**src/rtl/spur_pkg.sv**
```systemverilog
package spur_pkg;
  localparam int NCH = 2;

  typedef struct packed {
    logic [NCH-1:0] adv;
    logic [NCH-1:0] clr;
    logic [NCH-1:0] mute;
  } spurStrobe_t;
endpackage

```
**src/rtl/spur_tone.sv**
```systemverilog
module spur_tone #(
  parameter int PHW = 24,
  parameter int LW  = 10,
  parameter int AW  = 12
) (
  input  logic                 clk,
  input  logic                 rstN,
  input  logic                 adv,
  input  logic                 clr,
  input  logic                 mute,
  input  logic [PHW-1:0]       tune,
  input  logic [PHW-1:0]       off,
  input  logic [AW-1:0]        amp,
  output logic [PHW-1:0]       acc,
  output logic signed [AW:0]   tone
);
  localparam int HALF = 1 << (LW - 1);
  localparam int MW   = 2 * LW - 2;

  logic [PHW-1:0]        ph;
  logic [LW-1:0]         idx;
  logic [LW-2:0]         u;
  logic [MW-1:0]         magFull;
  logic [LW-1:0]         mag;
  logic signed [LW:0]    magS;
  logic signed [LW:0]    wave;
  logic signed [LW+AW:0] prod;
  logic signed [AW:0]    toneRaw;

  always_ff @(posedge clk) begin
    if (!rstN)    acc <= '0;
    else if (clr) acc <= '0;
    else if (adv) acc <= acc + tune;
  end

  always_comb begin
    ph      = acc + off;
    idx     = LW'(ph >> (PHW - LW));
    u       = idx[LW-2:0];
    magFull = MW'(u) * (MW'(HALF) - MW'(u));
    mag     = LW'(magFull >> (LW - 3));
    magS    = $signed({1'b0, mag});
    wave    = idx[LW-1] ? -magS : magS;
    prod    = wave * $signed(amp);
    toneRaw = (AW+1)'(prod >>> (LW - 1));
    tone    = mute ? '0 : toneRaw;
  end
endmodule

```
**src/rtl/spur_ctrl.sv**
```systemverilog
module spur_ctrl
  import spur_pkg::*;
#(
  parameter int AW = 12
) (
  input  logic [NCH-1:0]         chanEn,
  input  logic [NCH-1:0][AW-1:0] ampVal,
  output spurStrobe_t            strb
);
  always_comb begin
    for (int i = 0; i < NCH; i++) begin
      strb.adv[i]  = chanEn[i];
      strb.clr[i]  = ~chanEn[i];
      strb.mute[i] = ~chanEn[i] | (ampVal[i] == '0);
    end
  end
endmodule

```
**src/rtl/spur_dpath.sv**
```systemverilog
module spur_dpath
  import spur_pkg::*;
#(
  parameter int SW  = 16,
  parameter int PHW = 24,
  parameter int LW  = 10,
  parameter int AW  = 12
) (
  input  logic                    clk,
  input  logic                    rstN,
  input  spurStrobe_t             strb,
  input  logic signed [SW-1:0]    inSample,
  input  logic [NCH-1:0][PHW-1:0] tuneWord,
  input  logic [NCH-1:0][PHW-1:0] phaseOff,
  input  logic [NCH-1:0][AW-1:0]  ampVal,
  output logic [NCH-1:0][PHW-1:0] phaseAcc,
  output logic [NCH-1:0][AW:0]    toneV,
  output logic signed [SW-1:0]    outSample
);
  localparam int TW = SW + 2;
  localparam logic signed [TW-1:0] HI = TW'((1 << (SW - 1)) - 1);
  localparam logic signed [TW-1:0] LO = -HI - TW'(1);

  logic signed [TW-1:0] total;
  logic signed [SW-1:0] clamped;

  for (genvar g = 0; g < NCH; g++) begin : g_chan
    logic signed [AW:0] t;
    spur_tone #(.PHW(PHW), .LW(LW), .AW(AW)) u_tone (
      .clk  (clk),
      .rstN (rstN),
      .adv  (strb.adv[g]),
      .clr  (strb.clr[g]),
      .mute (strb.mute[g]),
      .tune (tuneWord[g]),
      .off  (phaseOff[g]),
      .amp  (ampVal[g]),
      .acc  (phaseAcc[g]),
      .tone (t)
    );
    assign toneV[g] = t;
  end

  always_comb begin
    total = {{2{inSample[SW-1]}}, inSample};
    for (int i = 0; i < NCH; i++)
      total = total - {{(TW-AW-1){toneV[i][AW]}}, toneV[i]};
    if (total > HI)      clamped = SW'(HI);
    else if (total < LO) clamped = SW'(LO);
    else                 clamped = SW'(total);
  end

  always_ff @(posedge clk) begin
    if (!rstN) outSample <= '0;
    else       outSample <= clamped;
  end
endmodule

```
**src/rtl/spur_cancel_top.sv**
```systemverilog
module spur_cancel_top
  import spur_pkg::*;
#(
  parameter int SW  = 16,
  parameter int PHW = 24,
  parameter int LW  = 10,
  parameter int AW  = 12
) (
  input  logic                    clk,
  input  logic                    rstN,
  input  logic signed [SW-1:0]    inSample,
  input  logic [NCH-1:0]          chanEn,
  input  logic [NCH-1:0][PHW-1:0] tuneWord,
  input  logic [NCH-1:0][PHW-1:0] phaseOff,
  input  logic [NCH-1:0][AW-1:0]  ampVal,
  output logic signed [SW-1:0]    outSample
);
  spurStrobe_t             strb;
  logic [NCH-1:0][PHW-1:0] phaseAcc;
  logic [NCH-1:0][AW:0]    toneV;

  spur_ctrl #(.AW(AW)) u_ctrl (
    .chanEn (chanEn),
    .ampVal (ampVal),
    .strb   (strb)
  );

  spur_dpath #(.SW(SW), .PHW(PHW), .LW(LW), .AW(AW)) u_dpath (
    .clk       (clk),
    .rstN      (rstN),
    .strb      (strb),
    .inSample  (inSample),
    .tuneWord  (tuneWord),
    .phaseOff  (phaseOff),
    .ampVal    (ampVal),
    .phaseAcc  (phaseAcc),
    .toneV     (toneV),
    .outSample (outSample)
  );
endmodule

```
**config.mk**
```make
export PLATFORM = sky130hd
export DESIGN_NAME = spur_cancel_top
export DESIGN_NICKNAME = d
export VERILOG_FILES = /design/src/rtl/spur_pkg.sv /design/src/rtl/spur_tone.sv /design/src/rtl/spur_ctrl.sv /design/src/rtl/spur_dpath.sv /design/src/rtl/spur_cancel_top.sv
export SDC_FILE = /design/constraint.sdc
export NUM_CORES = 1
export LEC_CHECK = 0
export ABC_AREA = 1
export BUFFER_PORTS_ARGS = -buffer_cell sky130_fd_sc_hd__buf_2
export CAP_MARGIN = 15
export CORE_ASPECT_RATIO = 1.2
export CORE_UTILIZATION = 49
export CTS_BUF_LIST = sky130_fd_sc_hd__clkbuf_2
export DETAILED_ROUTE_END_ITERATION = 6
export PLACE_DENSITY_LB_ADDON = 0.15
export SLEW_MARGIN = 5
export SYNTH_ARGS = -nofsm -noshare
export SYNTH_HDL_FRONTEND = slang
export SYNTH_SLANG_ARGS = --single-unit
export TNS_END_PERCENT = 10
```
**constraint.sdc**
```tcl
create_clock -name clk -period 27.9 [get_ports clk]
set_input_delay 5.58 -clock clk [delete_from_list [all_inputs] [get_ports clk]]
set_output_delay 5.58 -clock clk [all_outputs]
set_load 0.005 [all_outputs]
```
== Word level (Yosys, flattened, before mapping) ==
Index checks and enable logic that the tools add are counted.
W data, S select, Z words.

* Add/sub/neg operators: 10
* Multiply operators: 4
* Magnitude comparators: 2
* Multiplexer cells: 6
* Bitwise operators: 5
* Reduce and logical (&&, ||, !) cells: 5

{| class="wikitable"
|+ Operators with widths
! operator !! number
|-
| $add A24 B24 Y24 || 4
|-
| $mul A11 B12 Y22 || 2
|-
| $mul A10 B11 Y17 || 2
|-
| $mux W13 || 2
|-
| $logic_not A12 Y1 || 2
|-
| $mux W11 || 2
|-
| $neg A10 Y11 || 2
|-
| $sub A10 B9 Y11 const A || 2
|-
| $gt A18 B16 Y1 const B || 1
|-
| $lt A18 B16 Y1 const B || 1
|-
| $sub A18 B18 Y18 || 1
|-
| $sub A16 B13 Y17 || 1
|-
| $mux W16 || 1
|-
| $mux W15 || 1
|-
| $reduce_and A2 Y1 || 2
|-
| $not A1 Y1 || 3
|-
| $or A1 B1 Y1 || 2
|-
| $reduce_or A2 Y1 || 1
|}

* Register bits: 64
* Input bits: 140
* Output and inout port bits: 16
* Word-level logic and storage cells: 36

== Longest topological paths before layout ==
Gate-level depths: netlist of run 1.

* Depth after elaboration: 12
* Gate-level depth with buffers: 92
* Depth with buffers taken out: 91

== Cells and area by module ==
Synthesis of run 1 repeated with hierarchy kept, for this count alone.

* Cell total of the unflattened synthesis: 3367
* Area total of the unflattened synthesis: 24422.2 um2

{| class="wikitable"
|+ Modules (own cells, without submodules)
! module !! times used !! cells each !! area an instance (um2) !! sequential area each (um2)
|-
| spur_tone (u_dpath.g_chan[1].u_tone) || 1 || 1511 || 11140.7 || 480.5
|-
| spur_tone (u_dpath.g_chan[0].u_tone) || 1 || 1524 || 10981.8 || 480.5
|-
| spur_dpath || 1 || 304 || 2182.1 || 320.3
|-
| spur_ctrl || 1 || 28 || 117.6 || 0.0
|}

== Worst setup path after synthesis of run 1 ==
Ideal clock, no wire load.

* Path kind: input port to flip-flop
* Start: input port phaseOff[5] (netlist bit)
* End: register u_dpath.outSample[13]
* Library setup time: 0.074 ns
* Arrival time: 19.861 ns
* Slack: 7.965 ns
* Stages: 77
* Path through: ha_1 -> a21oi_1 -> o21a_1 -> nand2_1 -> a211o_2 -> xor2_1 -> clkinv_1 -> ha_1 -> nand3_1 -> inv_1 -> ha_1 -> inv_1 -> nand2_1 -> fa_1 -> fa_1 -> inv_1 -> ha_1 -> fa_1 -> (+41 left out) -> a21oi_1 -> o21ai_0 -> a21oi_1 -> o21ai_0 -> xor2_1 -> inv_1 -> ha_1 -> inv_1 -> nor3_1 -> nand2_1 -> o211a_1 -> nand2_1 -> nand2_1 -> a22oi_2 -> o21bai_1 -> nand2_1 -> buf_2 -> o21ai_0

* Word-level cells in the longest chain between the ends: 12

{| class="wikitable"
|+ RTL lines
! what !! line !! source
|-
| from (decl) || spur_cancel_top.sv:14 || <nowiki>input logic [NCH-1:0][PHW-1:0] phaseOff,</nowiki>
|-
| $add A24 B24 Y24 (*) || spur_tone.sv:37 || <nowiki>ph = acc + off;</nowiki>
|-
| $sub A10 B9 Y11 || spur_tone.sv:40 || <nowiki>magFull = MW'(u) * (MW'(HALF) - MW'(u));</nowiki>
|-
| $mul A10 B11 Y17 || spur_tone.sv:40 ||
|-
| $neg A10 Y11 || spur_tone.sv:43 || <nowiki>wave = idx[LW-1] ? -magS : magS;</nowiki>
|-
| $mux W11 (*) || spur_tone.sv:43 ||
|-
| $mul A11 B12 Y22 (*) || spur_tone.sv:44 || <nowiki>prod = wave * $signed(amp);</nowiki>
|-
| $mux W13 (*) || spur_tone.sv:46 || <nowiki>tone = mute ? '0 : toneRaw;</nowiki>
|-
| $sub A16 B13 Y17 (*) || spur_dpath.sv:47 || <nowiki>total = total - {{(TW-AW-1){toneV[i][AW]}}, toneV[i]};</nowiki>
|-
| $sub A18 B18 Y18 (*) || spur_dpath.sv:47 ||
|-
| $lt A18 B16 Y1 || spur_dpath.sv:49 || <nowiki>else if (total < LO) clamped = SW'(LO);</nowiki>
|-
| $mux W16 || spur_dpath.sv:49 ||
|-
| $mux W15 (*) || spur_dpath.sv:48 || <nowiki>if (total > HI) clamped = SW'(HI);</nowiki>
|-
| to (signal assigned) || spur_dpath.sv:55 || <nowiki>else outSample <= clamped;</nowiki>
|-
| to (decl) || spur_dpath.sv:18 || <nowiki>output logic signed [SW-1:0] outSample</nowiki>
|}

Mark *: on every way between the ends. The rest lies on a longest branch, timed or not.
A chain may end at the register's enable or synchronous reset.

== Worst setup path in the final report of run 1 ==
* Start: input port phaseOff[5] (netlist bit)
* End: register u_dpath.outSample[14]

Same word-level chain as after synthesis.

==> results of run 1 <==
-- path summary, 6_finish.rpt --
check                              startpoint                                to  slack [ns]  cells after the start
max                               phaseOff[5]             u_dpath.outSample[14]        6.49                     77
min          u_dpath.g_chan[1].u_tone.acc[23]  u_dpath.g_chan[1].u_tone.acc[23]        0.62                      4
max reg2reg  u_dpath.g_chan[0].u_tone.acc[13]             u_dpath.outSample[14]       11.12                     75
min reg2reg  u_dpath.g_chan[1].u_tone.acc[23]  u_dpath.g_chan[1].u_tone.acc[23]        0.62                      4
-- per-stage QoR --
step                cell area (µm²)  utilization  setup slack (ns)  instances
floorplan                     23100            -              7.96       3154
finish                        24700        0.535              6.49       3923
global route                  24700        0.535              5.18       3921
detailed placement            24500        0.531              5.92       3901
global placement              24500        0.531              6.47       3901
CTS                           24700        0.534              6.55       3917
-- tightest hold or removal path: cells and delay by family, from the launching register on --
| kind | cells | cell delay [ns] |
|---|---|---|
| and+or+nand+nor | 2 | 0.11 |
| DFF | 1 | 0.38 |
| buffers and inverters | 1 | 0.06 |
| AOI/OAI and AO/OA | 1 | 0.06 |
-- registers in the layout, indices dropped and copies added, names as in the netlist --
signal / count
u_dpath.g_chan.u_tone.acc: 48
u_dpath.outSample: 16
-- area by class of cell --
class	count	area (µm²)
inverters	704	2640
well taps	616	771
fillers	4533	21500
flip-flops and latches	64	1280
clock buffers	9	45.0
repair buffers	158	798
diodes	6	15.0
clock inverters	7	128
multi-input cells	2359	19000
-- cell usage in the layout (no fill, tap or decap), types with 16 or more instances in the layout --
master                    count
sky130_fd_sc_hd__nor3_1      36
sky130_fd_sc_hd__a21oi_1    225
sky130_fd_sc_hd__o21ai_0    104
sky130_fd_sc_hd__xor2_1      55
sky130_fd_sc_hd__buf_2      155
sky130_fd_sc_hd__o21a_1      23
sky130_fd_sc_hd__dfxtp_1     64
sky130_fd_sc_hd__nand2_1    610
sky130_fd_sc_hd__nand3_1    112
sky130_fd_sc_hd__fa_1       348
sky130_fd_sc_hd__inv_1      683
sky130_fd_sc_hd__nand4_1     16
sky130_fd_sc_hd__xnor2_1     21
sky130_fd_sc_hd__ha_1       327
sky130_fd_sc_hd__nor2_1     337
-- routing by layer --
layer  vias up  wire, µm
met5         -       100
met4        18      2480
met1      9690     24600
li1      10100         -
met3       146      3590
met2       483     30000
-- kinds of logic (layout without fill, tap and decap cells) --
| family | count (synthesis) | in the layout |
|---|---|---|
| AOI/OAI and AO/OA | 427 | 427 |
| DFF | 64 | 64 |
| adders and majority gates | 675 | 675 |
| and+or+nand+nor | 1163 | 1163 |
| buffers and inverters | 731 | 878 |
| other | 2 | 20 |
| xor gates and xnor gates | 80 | 80 |
==> qor_table.md, run 1 <==
| Quantity | Value | Unit |
|---|---|---|
| Library cell with the highest instance count after synthesis | sky130_fd_sc_hd__inv_1 | - |
| Global routing met2 resource utilization | 0.468 | - |
| Detailed placer's ending HPWL | 53.8 | mm |
| Aggregate global-route resource usage | 0.264 | - |
| Main synth FF type | sky130_fd_sc_hd__dfxtp_1 | - |
| PortBufs | 155 | - |
| Crit path launch type | input port | - |
| Via count normalized by instance count | 5.21 | - |
| # IOs | 156 | - |
| Crit path arrival time | 21.92 | ns |
| Buffering stage count on the worst path with inverters included | 16 | - |
| Die boundary height | 239 | µm |
| Post-synthesis compound-gate area fraction | 0.104 | - |
| Share of cell area taken by muxes after synthesis | 0 | - |
| Final min period | 21.41 | ns |
| Fraction of the mapped netlist area in simple logic gates | 0.207 | - |
| Synthesis-to-layout area growth | 7.27 | % |
| Slew Limit Headroom | 0.284 | - |
| Post-synthesis area per instance | 7.32 | µm² |
| Residual antenna-violating net count after detailed routing | 0 | - |
| Outcome | finished clean | - |
| Sequential element share of the synthesized area | 0.0557 | - |
| Standard cell core area | 46200 | µm² |
| Via count of the first global-routing pass | 21100 | - |
| Highest attainable clock frequency | 46.7 | MHz |
| Count of standard-cell rows | 86 | - |
| Global placer's final weighted congestion | 0.974 | - |
| Detailed router's first-iteration violation count | 839 | - |
| Synthesis Warnings | 0 | - |
| Kind of cell with the highest combined delay on the critical path | adder cells | - |
| Worst Max-Slew Pin Slew | 1.07 | ns |
| Area share of the largest cell type after synthesis | 0.303 | - |
| Routed via count | 20400 | - |
| Maximum number of pins on one net before global-route repair | 19 | - |
| Crit Path Class | in -> reg | - |
| Crit path max-delay cell type | sky130_fd_sc_hd__xor2_1 | - |
| Final cycle utilization of the critical path | 0.767 | - |
| Yosys reg bits | 64 | - |
| Final Net Count | 4111 | - |
| Total count of hold-check failures in the final report | 0 | - |
| Leading cell types by total area after synthesis | sky130_fd_sc_hd__fa_1 (30%), sky130_fd_sc_hd__ha_1 (18%), sky130_fd_sc_hd__inv_1 (11%), sky130_fd_sc_hd__nand2_1 (9.9%), sky130_fd_sc_hd__dfxtp_1 (5.6%) | - |
| TritonCTS Sinks | 64 | - |
| Drt first pass iters | 5 | - |
| Number of antenna violations at the first check in global routing | 15 | - |
| Setup repair after global routing missed its margin | no | - |
| Largest buffer count on any clock path | 2 | - |
| Synth Area in XOR/XNOR | 0.0327 | - |
| Fraction of final layout cells with drive strength greater than 1 | 0.0663 | - |
| Effective utilization at floorplan | 0.499 | - |
| TritonCTS Buffers | 9 | - |
| Number of cells produced by synthesis | 3142 | - |
| Overall die area | 47800 | µm² |
| CP required | 28.41 | ns |
| Synth async-reset ratio | 0 | - |
| Fraction of met1 tracks used by global routing | 0.309 | - |
| Number of library cell types mapped by synthesis | 56 | - |
| Largest stage delay on the critical path | 0.64 | ns |
| Setup Fix Bufs, Post-CTS | 0 | - |
| Wire length of the first global-routing pass | 101 | mm |
| Clock-pin slew on the worst setup and hold paths | 0.26 | ns |
| Worst hold slack across all endpoints | 0.624 | ns |
| Peak-usage layer in the global routing report | met2 | - |
| Maximum fanout along the worst path | 15 | - |
| Count of max-cap constraint violations | 0 | - |
| Cell accounting for the most synthesized area | sky130_fd_sc_hd__fa_1 | - |
| Post-synthesis cell area | 23000 | µm² |
| Critical Path End Type | register | - |
| Skew-Pair Late Insertion Delay | 0.65 | ns |
| Final total negative setup slack | 0 | ns |
| Die width | 200 | µm |
| Arithmetic-cell share of the synthesized area counting full adders, half adders and majority gates | 0.481 | - |
| TritonCTS clock tree | built | - |
| Main combinational cell family by area after synthesis | adder cells | - |
| Number of flops mapped to enable cells by yosys | 0 | - |
| Final WL | 60.8 | mm |
| Root Buffer Master | sky130_fd_sc_hd__clkbuf_2 | - |
| Global Route met3 Usage | 0.0572 | - |
| Drt drc | 0 | - |
| Routed length per instance | 15.5 | µm |
| Final setup violation count | 0 | - |
| Total number of H-tree levels | 3 | - |
| Kind of path behind the tightest hold check | reg -> reg | - |
| Sum of overflow across all layers after global routing | 0 | - |
| Hold bufs inserted after CTS | 0 | - |
| # resized after CTS | 0 | - |
| Most instantiated cells after synthesis | sky130_fd_sc_hd__inv_1 (683), sky130_fd_sc_hd__nand2_1 (610), sky130_fd_sc_hd__fa_1 (348) | - |
| Final worst clock skew | 0.0886 | ns |
| Pins over their slew limit | 0 | - |
Power of run 1 is not shown: default switching activity piles up to over one toggle a cycle in this logic, so the estimate is an artifact.
==> inputs of run 2 (changes only) <==
ABC_AREA = 0   (was 1)
clock period = 22 ns   (was 27.9 ns; I/O delays follow)
==> run 2 against run 1 <==
Against the previous run:
- critical path depth shrank 1
- via count shrank 13%
- synthesized area fell by 3.1%
- die area decreased by 3.1%
- final cell count decreased by 14%
- non-clock buffer count is 35 higher
- cell area decreased by 2.4%
- count of clock-buffer cells in the layout did not move
==> qor_table.md, run 2 <==
| Quantity | Value | Unit | Delta |
|---|---|---|---|
| Final Net Count | 3586 | - | -13% |
| Setup repair after global routing missed its margin | no | - |  |
| Drt drc | 0 | - | unchanged |
| Number of cells produced by synthesis | 2625 | - | -16% |
| PortBufs | 155 | - | unchanged |
| Setup Fix Bufs, Post-CTS | 0 | - | unchanged |
| Number of cells on the worst hold path | 2 | - | -2 |
| Kind of path behind the tightest hold check | reg -> reg | - |  |
| Final WL | 55.5 | mm | -8.8% |
| Root Buffer Master | sky130_fd_sc_hd__clkbuf_2 | - |  |
| Fraction of met1 tracks used by global routing | 0.287 | - | -0.0214 |
| CP most frequent cell | sky130_fd_sc_hd__ha_1 | - |  |
| Commonest non-fill, non-tap cell in the layout | sky130_fd_sc_hd__inv_1 | - |  |
| Post-synthesis area per instance | 8.49 | µm² | +16% |
| Number of library cell types mapped by synthesis | 81 | - | +45% |
| Maximum fanout along the worst path | 12 | - | -3 |
| Final min period | 20.75 | ns |  |
| Crit Path Class | in -> reg | - |  |
| Area share of the largest cell type after synthesis | 0.313 | - | +0.00984 |
| Count of standard-cell rows | 85 | - | -1.2% |
| TritonCTS Buffers | 9 | - | unchanged |
| Commonest non-fill, non-tap cells in the layout | sky130_fd_sc_hd__inv_1 (484), sky130_fd_sc_hd__fa_1 (348), sky130_fd_sc_hd__ha_1 (327), sky130_fd_sc_hd__nor2_1 (208), sky130_fd_sc_hd__nand2_1 (188) | - |  |
| Wire length of the first global-routing pass | 94.1 | mm | -6.4% |
| Leading cell types by total area after synthesis | sky130_fd_sc_hd__fa_1 (31%), sky130_fd_sc_hd__ha_1 (18%), sky130_fd_sc_hd__inv_1 (8.2%), sky130_fd_sc_hd__dfxtp_1 (5.7%), sky130_fd_sc_hd__xnor2_1 (3.9%) | - |  |
| Largest stage delay on the critical path | 0.73 | ns | +0.09 ns |
| Count of max-cap constraint violations | 0 | - | unchanged |
| Yosys reg bits | 64 | - | unchanged |
| Number of antenna violations at the first check in global routing | 3 | - | -12 |
| Routed via count | 17900 | - | -13% |
| Final total negative setup slack | 0 | ns | unchanged |
| Worst hold slack across all endpoints | 0.653 | ns | +0.0296 ns |
| Critical Path End Type | register | - |  |
| CP required | 22.54 | ns | -5.87 ns |
| Synth async-reset ratio | 0 | - | unchanged |
| Library cell with the highest instance count after synthesis | sky130_fd_sc_hd__inv_1 | - |  |
| Final setup violation count | 0 | - | unchanged |
| Clock-pin slew on the worst setup and hold paths | 0.22 | ns | -0.04 ns |
| Main synth FF type | sky130_fd_sc_hd__dfxtp_1 | - |  |
| Crit path max-delay cell type | sky130_fd_sc_hd__xnor2_1 | - |  |
| Standard cell core area | 44900 | µm² | -2.8% |
| Peak-usage layer in the global routing report | met2 | - |  |
| Aggregate global-route resource usage | 0.252 | - | -0.0129 |
| Cell Count, Final, Fillers Out | 3387 | - | -14% |
| Pins over their slew limit | 0 | - | unchanged |
| Detailed router's first-iteration violation count | 724 | - | -14% |
| Sequential element share of the synthesized area | 0.0575 | - | +0.00181 |
| Slew Limit Headroom | 0.360 | - | +0.0765 |
| Worst Max-Slew Pin Slew | 0.953 | ns | -0.114 ns |
| Drt first pass iters | 5 | - | unchanged |
| Number of flip-flops under the largest register name | 48 | - | unchanged |
| Skew-Pair Late Insertion Delay | 0.60 | ns | -0.05 ns |
| Most instantiated cells after synthesis | sky130_fd_sc_hd__inv_1 (484), sky130_fd_sc_hd__fa_1 (348), sky130_fd_sc_hd__ha_1 (327) | - |  |
| Cell accounting for the most synthesized area | sky130_fd_sc_hd__fa_1 | - |  |
| Routed length per instance | 16.4 | µm | +5.6% |
| Detailed placer's ending HPWL | 48.3 | mm | -10% |
| Number of cells traversed by the worst register-to-register path | 75 | - | unchanged |
| Global Route met3 Usage | 0.0248 | - | -0.0324 |
| R2r setup slk | 4.83 | ns | -6.29 ns |
| Synthesis-to-layout area growth | 8.05 | % |  |
| Highest attainable clock frequency | 48.2 | MHz |  |
| Outcome | finished clean | - |  |
| Die width | 197 | µm | -1.6% |
| TritonCTS clock tree | built | - |  |
| Number of flops mapped to enable cells by yosys | 0 | - | unchanged |
| Effective utilization at floorplan | 0.497 | - | -0.00191 |
| Overall die area | 46300 | µm² | -3.1% |
| Die boundary height | 236 | µm | -1.6% |
| Residual antenna-violating net count after detailed routing | 0 | - | unchanged |
| Final worst clock skew | 0.0432 | ns | -0.0454 ns |
| Total number of H-tree levels | 3 | - | unchanged |
| TritonCTS Sinks | 64 | - | unchanged |
| Maximum number of pins on one net before global-route repair | 27 | - | +8 |
| Via count normalized by instance count | 5.28 | - | +1.3% |
| Hold bufs inserted after CTS | 0 | - | unchanged |
| Crit path launch type | input port | - |  |
| Synthesis Warnings | 0 | - | unchanged |
| Via count of the first global-routing pass | 19400 | - | -7.7% |
| Top register by number of flip-flops | u_dpath.g_chan.u_tone.acc | - |  |
| # IOs | 156 | - | unchanged |
| Crit path arrival time | 21.28 | ns | -0.64 ns |
| Largest buffer count on any clock path | 2 | - | unchanged |
| Final cycle utilization of the critical path | 0.943 | - |  |
| Global routing met2 resource utilization | 0.488 | - | +0.0204 |
| Sum of overflow across all layers after global routing | 0 | - | unchanged |
| Post-synthesis cell area | 22300 | µm² | -3.1% |
| Biggest regs | u_dpath.g_chan.u_tone.acc (48), u_dpath.outSample (16) | - |  |
| Share of the core filled with cells in the final layout | 0.537 | - | +0.00183 |
| # placed instances | 3369 | - | -14% |
| Global placer's final weighted congestion | 0.885 | - | -9.1% |
| Total count of hold-check failures in the final report | 0 | - | unchanged |
| Fraction of final layout cells with drive strength greater than 1 | 0.0965 | - | +0.0302 |
==> run 2: cell types whose count changed in the layout (fill, tap and decap cells not counted), moves of 34 or more <==
cell,delta
sky130_fd_sc_hd__nand3_1,-83
sky130_fd_sc_hd__nand2b_1,+71
sky130_fd_sc_hd__and3_1,+36
sky130_fd_sc_hd__inv_1,-199
sky130_fd_sc_hd__a21oi_1,-124
sky130_fd_sc_hd__and2_1,+55
sky130_fd_sc_hd__nor2_1,-129
sky130_fd_sc_hd__nor2b_1,+85
sky130_fd_sc_hd__a21o_1,+38
sky130_fd_sc_hd__nand2_1,-422
sky130_fd_sc_hd__xnor2_1,+75
sky130_fd_sc_hd__o21ai_0,-34
sky130_fd_sc_hd__buf_4,+35
==> run 2: cell type report <==
class	instances	area, µm²
antenna	2	5.00
sequential	64	1280
clock buffer	9	45.0
timing repair buffer	193	1060
multi-input combinational	2018	19000
tap	609	762
inverter	485	1820
fill	4306	20800
clock inverter	7	125
==> run 2: timing repair <==
action / CTS / global route
gates resized for setup: 0 / 5
setup endpoints to repair: 0 / 11
endpoints found under the hold margin: 0 / 0
==> run 2: final timing paths <==
kind | startpoint | endpoint
max reg2reg | u_dpath.g_chan[0].u_tone.acc[4] | u_dpath.outSample[3]
min reg2reg | u_dpath.g_chan[0].u_tone.acc[0] | u_dpath.g_chan[0].u_tone.acc[0]
min | u_dpath.g_chan[0].u_tone.acc[0] | u_dpath.g_chan[0].u_tone.acc[0]
max | phaseOff[4] | u_dpath.outSample[3]
==> run 2: metrics by stage <==
stage,setup WS [ns],instance area (µm²)
after detailed placement,0.352,23900
final,1.25,24100
after global placement,0.637,23900
after floorplan,1.78,22300
after CTS,0.898,24100
after global routing,0.0718,24100
==> run 2: worst max-delay path: cells and delay by family <==
| family | cells | cell delay [ns] |
|---|---|---|
| xor+xnor | 3 | 0.96 |
| buf+inv | 12 | 1.11 |
| simple gates | 16 | 2.49 |
| compound gates | 27 | 5.82 |
| fa+ha+maj | 18 | 6.50 |
==> run 2: layer usage <==
layer,share of wire,wire [µm],up-vias
met2,0.54,29800,274
met3,0.033,1810,84
met5,0.00014,8,-
met1,0.40,22300,8824
li1,-,-,8691
met4,0.027,1500,2
==> run 2: cells by family after synthesis <==
group / count (synthesis) / synth area share
other cells: 2 / 0.000337
xor+xnor: 142 / 0.0561
fa+ha+maj: 675 / 0.496
simple gates: 826 / 0.187
compound gates: 355 / 0.106
buf+inv: 555 / 0.0940
mux: 6 / 0.00298
flops: 64 / 0.0575
Power of run 2 is left out for the same reason.
==> inputs of run 3 (changes only) <==
CELL_PAD_IN_SITES_DETAIL_PLACEMENT = 1   (was unset)
CELL_PAD_IN_SITES_GLOBAL_PLACEMENT = 1   (was unset)
CORE_MARGIN = 3   (was unset)
==> run 3 against run 2 <==
Against the previous run:
- utilization is 0.71 points higher
- clock skew increased by 0.016 ns
- cell area grew 0.14%
- largest cell class unchanged
- highest routed layer unchanged
==> qor_table.md, run 3 (synthesis gave the netlist of run 2 again) <==
| Quantity | Value | Unit | Delta |
|---|---|---|---|
| Outcome | finished clean | - |  |
| Final setup violation count | 0 | - | unchanged |
| Residual antenna-violating net count after detailed routing | 0 | - | unchanged |
| TritonCTS clock tree | built | - |  |
| Standard cell core area | 44400 | µm² | -1.2% |
| Synthesis-to-layout area growth | 8.20 | % |  |
| Slew Limit Headroom | 0.324 | - | -0.0365 |
| Area used by multi-input combinational logic | 19000 | µm² | +0.30% |
| Fraction of final layout cells with drive strength greater than 1 | 0.100 | - | +0.00378 |
| Critical Path End Type | register | - |  |
| Final Net Count | 3592 | - | +0.17% |
| Maximum number of pins on one net before global-route repair | 27 | - | unchanged |
| Final min period | 20.92 | ns | +0.170 ns |
| Crit path arrival time | 21.36 | ns | +0.08 ns |
| Worst Max-Slew Pin Slew | 1.01 | ns | +0.0616 ns |
| Aggregate global-route resource usage | 0.264 | - | +0.0127 |
| Hold bufs inserted after CTS | 0 | - | unchanged |
| Area of all placed cells without fillers | 24100 | µm² | +0.14% |
| Final worst clock skew | 0.0591 | ns | +0.0159 ns |
| Number of cells traversed by the worst register-to-register path | 69 | - | -8.0% |
| Detailed router's first-iteration violation count | 527 | - | -27% |
| Crit Path Class | in -> reg | - |  |
| Crit path max-delay cell type | sky130_fd_sc_hd__fa_1 | - |  |
| Clock-pin slew on the worst setup and hold paths | 0.20 | ns | -0.02 ns |
| Global placer's final weighted congestion | 0.895 | - | +1.1% |
| Drt first pass iters | 5 | - | unchanged |
| Commonest non-fill, non-tap cell in the layout | sky130_fd_sc_hd__inv_1 | - |  |
| Global routing met2 resource utilization | 0.528 | - | +0.0391 |
| Filler Cell Count | 5466 | - | +27% |
| TritonCTS Buffers | 9 | - | unchanged |
| TritonCTS Sinks | 64 | - | unchanged |
| Die boundary height | 240 | µm | +1.7% |
| Die width | 201 | µm | +2.0% |
| Total number of H-tree levels | 3 | - | unchanged |
| PortBufs | 155 | - | unchanged |
| Highest attainable clock frequency | 47.8 | MHz | -0.81% |
| Overall die area | 48100 | µm² | +3.8% |
| Effective utilization at floorplan | 0.503 | - | +0.00591 |
| Drt drc | 0 | - | unchanged |
| Wire length of the first global-routing pass | 103 | mm | +9.7% |
| Top register by number of flip-flops | u_dpath.g_chan.u_tone.acc | - |  |
| Root Buffer Master | sky130_fd_sc_hd__clkbuf_2 | - |  |
| Routed length per instance | 18.4 | µm | +12% |
| Biggest regs | u_dpath.g_chan.u_tone.acc (48), u_dpath.outSample (16) | - |  |
| Peak-usage layer in the global routing report | met2 | - |  |
| Final cycle utilization of the critical path | 0.951 | - | +0.00774 |
| Via count of the first global-routing pass | 20900 | - | +7.7% |
| Via count normalized by instance count | 5.43 | - | +2.9% |
| Count of standard-cell rows | 84 | - | -1.2% |
| Number of antenna violations at the first check in global routing | 13 | - | +10 |
| Final WL | 62.3 | mm | +12% |
| Register area | 1280 | µm² | unchanged |
| Total count of hold-check failures in the final report | 0 | - | unchanged |
| Kind of path behind the tightest hold check | reg -> reg | - |  |
| Number of flip-flops under the largest register name | 48 | - | unchanged |
| Count of max-cap constraint violations | 0 | - | unchanged |
| Detailed placer's ending HPWL | 55.2 | mm | +14% |
| Crit path launch type | input port | - |  |
| Largest stage delay on the critical path | 0.59 | ns | -0.14 ns |
| Largest buffer count on any clock path | 2 | - | unchanged |
| Number of cells on the worst hold path | 3 | - | +1 |
| Fraction of met1 tracks used by global routing | 0.281 | - | -0.00628 |
| CP required | 22.44 | ns | -0.10 ns |
| Skew-Pair Late Insertion Delay | 0.57 | ns | -0.03 ns |
| Commonest non-fill, non-tap cells in the layout | sky130_fd_sc_hd__inv_1 (484), sky130_fd_sc_hd__fa_1 (348), sky130_fd_sc_hd__ha_1 (327), sky130_fd_sc_hd__nor2_1 (208), sky130_fd_sc_hd__nand2_1 (188) | - |  |
| CP most frequent cell | sky130_fd_sc_hd__fa_1 | - |  |
| Maximum fanout along the worst path | 8 | - | -4 |
| Global Route met3 Usage | 0.0375 | - | +0.0127 |
| Routed via count | 18400 | - | +3.1% |
| Sum of overflow across all layers after global routing | 0 | - | unchanged |
| Instance area at placement | 23900 | µm² | about the same |
| Pins over their slew limit | 0 | - | unchanged |
| # IOs | 156 | - | unchanged |
[run 3: cell count changes in the layout (fill, tap and decap cells not counted), moves of 2 or more]
| cell | change |
|---|---|
| sky130_fd_sc_hd__a21oi_2 | +2 |
| sky130_fd_sc_hd__clkbuf_2 | +2 |
| sky130_fd_sc_hd__bufinv_16 | -2 |
| sky130_fd_sc_hd__buf_4 | +5 |
| sky130_fd_sc_hd__diode_2 | +7 |
| sky130_fd_sc_hd__inv_6 | -3 |
| sky130_fd_sc_hd__a21oi_1 | -3 |
[run 3: what timing repair did]
action / 4_1_cts / 5_1_grt
endpoints found under the setup margin: 0 / 15
gates resized for setup: 0 / 15
hold endpoints to repair: 0 / 0
buffers inserted: 0 / 1
[run 3: stage by stage]
step / setup slack (ns) / instances / TNS (ns) / utilization / hold WS, ns
6_report: 1.08 / 3392 / 0 / 0.544 / 0.660
4_1_cts: 0.537 / 3381 / 0 / 0.541 / 0.663
2_1_floorplan: 1.78 / 2637 / 0 / - / 0.577
3_5_place_dp: -0.0864 / 3366 / -0.442 / 0.539 / 0.609
5_1_grt: -0.0186 / 3390 / -0.0600 / 0.544 / 0.705
3_3_place_gp: 0.628 / 3366 / 0 / 0.539 / 0.597
[run 3: path summary, 6_finish.rpt]
kind / startpoint / end / slack [ns]
min reg2reg: u_dpath.g_chan[1].u_tone.acc[1] / u_dpath.g_chan[1].u_tone.acc[1] / 0.66
max reg2reg: u_dpath.g_chan[0].u_tone.acc[4] / u_dpath.outSample[0] / 4.64
max: phaseOff[4] / u_dpath.outSample[0] / 1.08
min: u_dpath.g_chan[1].u_tone.acc[1] / u_dpath.g_chan[1].u_tone.acc[1] / 0.66
[run 3: cell type report]
type | count | area share
multi-input cells | 2019 | 0.789
inverters | 485 | 0.0755
flip-flops and latches | 64 | 0.0531
repair buffers | 198 | 0.0456
well taps | 602 | 0.0312
clock buffers | 11 | 0.00228
clock inverters | 4 | 0.00192
diodes | 9 | 0.000934
[run 3: critical path: cells and delay by family]
family,cells,cell delay [ns]
xor+xnor,4,0.84
buf+inv,11,0.98
compound gates,24,5.48
fa+ha+maj,17,7.35
simple gates,14,2.29
[run 3: routing by layer]
metal	up-vias	wire, µm
met4	8	2490
met5	-	42
li1	8710	-
met1	9275	23400
met3	123	2190
met2	308	34200
Power of run 3 is left out for the same reason.
